File: src/rtl/gab_pkg.sv
package gab_pkg;
  typedef enum logic [1:0] {
    SRC_SW   = 2'd0,
    SRC_ATR  = 2'd1,
    SRC_DBG0 = 2'd2,
    SRC_DBG1 = 2'd3
  } pin_src_e;

  localparam int unsigned ADDR_W = 3;

  // pattern slot = address - 4 : idle 0, tx-only 1, rx-only 2, both 3
  function automatic logic [1:0] atr_slot(input logic tx, input logic rx);
    return {rx, tx};
  endfunction
endpackage

File: src/rtl/gab_sync.sv
module gab_sync #(
  parameter int unsigned W = 32
) (
  input  logic         clk,
  input  logic         rst_n,
  input  logic [W-1:0] d,
  output logic [W-1:0] q
);
  logic [W-1:0] stage1;

  always_ff @(posedge clk or negedge rst_n) begin
    if (!rst_n) begin
      stage1 <= '0;
      q      <= '0;
    end else begin
      stage1 <= d;
      q      <= stage1;
    end
  end


  sync_depth_chk: assert property (@(posedge clk) disable iff (!rst_n)
    ($past(rst_n, 2) && $past(rst_n)) |-> (q == $past(d, 2)));
endmodule

File: src/rtl/gab_regfile.sv
module gab_regfile
  import gab_pkg::*;
#(
  parameter int unsigned PINS = 32
) (
  input  logic                     clk,
  input  logic                     rst_n,
  input  logic                     wr_en,
  input  logic [ADDR_W-1:0]        wr_addr,
  input  logic [PINS-1:0]          wr_data,
  input  logic [ADDR_W-1:0]        rd_addr,
  input  logic [PINS-1:0]          pins_sync,
  output logic [PINS-1:0]          rd_data,
  output logic [PINS-1:0]          sw_q,
  output logic [PINS-1:0]          dir_q,
  output logic [PINS-1:0]          sel_hi_q,
  output logic [PINS-1:0]          sel_lo_q,
  output logic [3:0][PINS-1:0]     pat_q
);
  always_ff @(posedge clk or negedge rst_n) begin
    if (!rst_n) begin
      sw_q     <= '0;
      dir_q    <= '0;
      sel_hi_q <= '0;
      sel_lo_q <= '0;
      pat_q    <= '0;
    end else if (wr_en) begin
      if (wr_addr[2]) begin
        pat_q[wr_addr[1:0]] <= wr_data;
      end else begin
        unique case (wr_addr[1:0])
          2'd0: sw_q     <= wr_data;
          2'd1: dir_q    <= wr_data;
          2'd2: sel_hi_q <= wr_data;
          2'd3: sel_lo_q <= wr_data;
          default: ;
        endcase
      end
    end
  end

  always_comb begin
    if (rd_addr[2]) begin
      rd_data = pat_q[rd_addr[1:0]];
    end else begin
      unique case (rd_addr[1:0])
        2'd0:    rd_data = pins_sync;
        2'd1:    rd_data = dir_q;
        2'd2:    rd_data = sel_hi_q;
        default: rd_data = sel_lo_q;
      endcase
    end
  end


  dir_write_chk: assert property (@(posedge clk) disable iff (!rst_n)
    (wr_en && wr_addr == 3'd1) |=> (dir_q == $past(wr_data)));


  sel_write_chk: assert property (@(posedge clk) disable iff (!rst_n)
    (wr_en && wr_addr == 3'd2) |=> (sel_hi_q == $past(wr_data)));


  pat_hold_chk: assert property (@(posedge clk) disable iff (!rst_n)
    (!wr_en || !wr_addr[2]) |=> $stable(pat_q));
endmodule

File: src/rtl/gab_pinmux.sv
module gab_pinmux
  import gab_pkg::*;
#(
  parameter int unsigned BANK_W = 16
) (
  input  logic [2*BANK_W-1:0] dir_q,
  input  logic [2*BANK_W-1:0] sw_q,
  input  logic [2*BANK_W-1:0] sel_hi_q,
  input  logic [2*BANK_W-1:0] sel_lo_q,
  input  logic [2*BANK_W-1:0] pat_word,
  input  logic [2*BANK_W-1:0] dbg0,
  input  logic [2*BANK_W-1:0] dbg1,
  output logic [2*BANK_W-1:0] pad_out,
  output logic [2*BANK_W-1:0] pad_oe
);
  localparam int unsigned PINS = 2 * BANK_W;

  for (genvar p = 0; p < PINS; p++) begin : g_pin
    logic [1:0] code;
    logic       drive;
    if (p >= BANK_W) begin : g_hi
      assign code = sel_hi_q[2*(p-BANK_W) +: 2];
    end else begin : g_lo
      assign code = sel_lo_q[2*p +: 2];
    end
    always_comb begin
      unique case (pin_src_e'(code))
        SRC_SW:   drive = sw_q[p];
        SRC_ATR:  drive = pat_word[p];
        SRC_DBG0: drive = dbg0[p];
        default:  drive = dbg1[p];
      endcase
    end
    assign pad_out[p] = drive;
    assign pad_oe[p]  = dir_q[p];
  end
endmodule

File: src/rtl/gpio_atr_bank.sv
module gpio_atr_bank
  import gab_pkg::*;
#(
  parameter int unsigned BANK_W = 16,
  localparam int unsigned PINS = 2 * BANK_W
) (
  input  logic              clk,
  input  logic              rst_n,
  input  logic              tx_active,
  input  logic              rx_active,
  input  logic              wr_en,
  input  logic [2:0]        wr_addr,
  input  logic [PINS-1:0]   wr_data,
  input  logic [2:0]        rd_addr,
  output logic [PINS-1:0]   rd_data,
  input  logic [PINS-1:0]   dbg0,
  input  logic [PINS-1:0]   dbg1,
  input  logic [PINS-1:0]   pad_in,
  output logic [PINS-1:0]   pad_out,
  output logic [PINS-1:0]   pad_oe
);
  logic [PINS-1:0]      pins_sync;
  logic [PINS-1:0]      sw_q, dir_q, sel_hi_q, sel_lo_q;
  logic [3:0][PINS-1:0] pat_q;
  logic [PINS-1:0]      pat_word;

  gab_sync #(.W(PINS)) u_sync (
    .clk(clk), .rst_n(rst_n), .d(pad_in), .q(pins_sync)
  );

  gab_regfile #(.PINS(PINS)) u_regs (
    .clk(clk), .rst_n(rst_n),
    .wr_en(wr_en), .wr_addr(wr_addr), .wr_data(wr_data),
    .rd_addr(rd_addr), .pins_sync(pins_sync), .rd_data(rd_data),
    .sw_q(sw_q), .dir_q(dir_q), .sel_hi_q(sel_hi_q), .sel_lo_q(sel_lo_q),
    .pat_q(pat_q)
  );

  assign pat_word = pat_q[atr_slot(tx_active, rx_active)];

  gab_pinmux #(.BANK_W(BANK_W)) u_mux (
    .dir_q(dir_q), .sw_q(sw_q), .sel_hi_q(sel_hi_q), .sel_lo_q(sel_lo_q),
    .pat_word(pat_word), .dbg0(dbg0), .dbg1(dbg1),
    .pad_out(pad_out), .pad_oe(pad_oe)
  );


  oe_dir_chk: assert property (@(posedge clk) disable iff (!rst_n)
    (pad_oe & ~dir_q) == '0);
endmodule

File: config.mk
export PLATFORM = sky130hd
export DESIGN_NAME = gpio_atr_bank
export DESIGN_NICKNAME = d
export VERILOG_FILES = /design/src/rtl/gab_pkg.sv /design/src/rtl/gab_sync.sv /design/src/rtl/gab_regfile.sv /design/src/rtl/gab_pinmux.sv /design/src/rtl/gpio_atr_bank.sv
export SDC_FILE = /design/constraint.sdc
export NUM_CORES = 1
export LEC_CHECK = 0
export BUFFER_PORTS_ARGS = -buffer_cell sky130_fd_sc_hd__clkbuf_2
export CAP_MARGIN = 25
export CORE_MARGIN = 2
export CORE_UTILIZATION = 30
export CTS_CLUSTER_DIAMETER = 100
export DETAILED_ROUTE_END_ITERATION = 6
export SYNTH_ARGS = -nofsm -noshare
export SYNTH_HDL_FRONTEND = slang
export SYNTH_SLANG_ARGS = --single-unit
File: constraint.sdc
create_clock -name clk -period 2.9 [get_ports clk]
set_clock_uncertainty 0.15 [all_clocks]
set_input_delay 0 -clock clk [delete_from_list [all_inputs] [get_ports clk]]
set_output_delay 0 -clock clk [all_outputs]
set_load 0.005 [all_outputs]
==> results.cfg <==
[floorplanning]
std_cell_rows = 81
die_y_um = 226
die_w_um = 226
num_io_pins = 235
core_um2 = 48700
die-area_um2 = 51000
start_util = 0.303

[yosys]
synth_nets = 971
synth.ff_latch_count = 320
syn_area_per_cell_um2 = 17.7
syn_inst = 832
netlist_area_um2 = 14800
synth_cell_types = 15
ys_warn_count = 0
synth.yosys.seq_area_share = 0.543

[power]
ir_worst_vdd_mv = 0.440
leakage_nw = 8.19
power_density_nw_per_um2 = 746

[critical_path]
worstPathRequired_ps = 2750
crit_path_start_kind = register
path_max_fanout = 3
path_class = register to primary output
critPathArrivalTime_ps = 2100
worstSetupEndpoint = pad_out[14]
reg2reg_to = u_regs.dir_q[15]
critPathLaunch = u_regs.pat_q[14]
endpoint_kind = primary output
r2r_cells = 2
rrSetupSlack_ps = 1380
r2r_start = u_regs.dir_q[15]

[sta]
rsz0062_at_grt = false
finalSetupTns_ps = 0
clock.fmax_mhz = 444
post-route-min-period_ps = 2250
finalSetupViolations = 0
final.period_utilization = 0.777
whs_ps = 74.2
maxSlewViolCount = 0
slew_headroom = 0.497
tightest_slew_ps = 754
hold_viol_final = 0

[cts]
cts.htree.levels = 2
cts_buffer_depth = 3
post_cts_resize_count = 0
cts_setup_buffers = 0
clock-root-buffer = clkbuf_16
cts_sinks = 320
cts_tree = yes
clkTransAtPathRegs_ps = 60
cts_hold_buf = 102
numCtsBuffers = 40
clk_latency_ps = 550

[place]
hpwlAfterDp_um = 28400
place_area_um2 = 16600
placedCellCount = 1672
place.port_buffers = 234
gp_congestion = 0.748

[global_routing]
grt_pass1_vias = 9935
grt_pass1_wl_um = 65900
grt_max_degree = 81
gr-total-overflow = 0
antenna_found_initial = 4
grt_usage = 0.178

[status]
status = complete, no violations

[finish]
fin_cells = 1846
stdcell_area_um2 = 19000
multi_input_area_um2 = 6260
area_growth_pct = 29.1
register_area_um2 = 8010
drive_gt1_frac = 0.632
nNetsFinal = 1291
fillers = 4522

[route]
avgViaCountPerCell = 4.92
ant_nets = 0
drtPass1Iterations = 4
wl_per_cell_um = 23.8
initialDrtViolationCount = 498
drc = 0
vias = 9085
routed_wl_um = 44000

[job]
drv_cap = 0

[min_path]
hold_path.class = primary input to register
holdPathStages = 4
## critical path: stages, from the launching register on
cell and delay, ps:
dfrtp_1 400, mux4_2 540, mux4_2 480, clkbuf_2 130
## power by group
part           internal (mW)  switching, mW  total, mW
registers               5.31          0.697       6.00
logic                   1.86           1.05       2.91
clock network           3.28           2.01       5.30
total                   10.4           3.76       14.2
## cell type report
cell class                      instances  share of cell area
Tap cell                              664              0.0436
Clock inverter                         17              0.0120
Antenna cell                            1            0.000131
Multi-Input combinational cell        424               0.329
Clock buffer                           54              0.0616
Sequential cell                       320               0.420
Timing Repair Buffer                  366               0.134
## metal layers
| metal | global-route usage | wire length [µm] | vias up | share of wire |
|---|---|---|---|---|
| met4 | 0.0481 | 900 | 4 | 0.020 |
| met5 | 0 | 27 | - | 0.00061 |
| met1 | 0.241 | 19600 | 4909 | 0.45 |
| met3 | 0.0366 | 2390 | 68 | 0.054 |
| met2 | 0.292 | 21000 | 260 | 0.48 |
| li1 | - | - | 3844 | - |
## synthesized netlist by cell type (all sizes together)
master | number | area, µm²
nor4b | 1 | 15.0
mux4 | 128 | 2880
clkbuf | 14 | 52.6
nand4 | 1 | 6.26
dfrtp | 320 | 8010
nor4bb | 3 | 30.0
mux2 | 288 | 3240
buf | 74 | 487
nand4b | 3 | 26.3
## registers in the layout, summed over array words and instances (netlist names)
signal	flops
u_regs.dir_q	32
u_regs.pat_q	128
u_regs.sel_hi_q	32
u_regs.sel_lo_q	32
u_regs.sw_q	32
u_sync.q	32
u_sync.stage1	32
## kinds of logic (layout without fill, tap and decap cells)
family | count (synthesis) | count (layout) | share of synthesized area
simple gates | 8 | 8 | 0.00526
buf+inv | 88 | 437 | 0.0366
other cells | 0 | 1 | 0
flops | 320 | 320 | 0.543
mux | 416 | 416 | 0.415
## how the worst min path moves through the flow
| stage | start | end | slack [ps] |
|---|---|---|---|
| 6_report | wr_en | u_regs.sel_lo_q[0] | 70 |
| 5_1_grt | wr_en | u_regs.sel_lo_q[17] | 70 |
| 4_1_cts | wr_en | u_regs.sel_lo_q[17] | 40 |
| 3_5_place_dp | rst_n | u_regs.dir_q[3] | -80 |
| 3_3_place_gp | rst_n | u_regs.dir_q[3] | -90 |
| 2_1_floorplan | rst_n | u_regs.dir_q[0] | -450 |
## stage by stage
stage,utilization,worst slack [ps],power (mW)
finish,0.391,647,14.2
global route,0.391,594,14.9
CTS,0.391,621,14.4
global placement,0.341,992,8.85
detailed placement,0.341,982,8.93
floorplan,-,1350,7.82
## layout by cell type (no fill, tap or decap), drive strengths merged
cell type    count
inv              2
diode            1
clkbuf         284
nor4b            1
dfrtp          320
mux2           288
clkinv          10
nor4bb           3
nand4b           3
dlygate4sd3    102
bufinv           5
nand4            1
buf             34
mux4           128
Power figures use the tool's default switching activity.
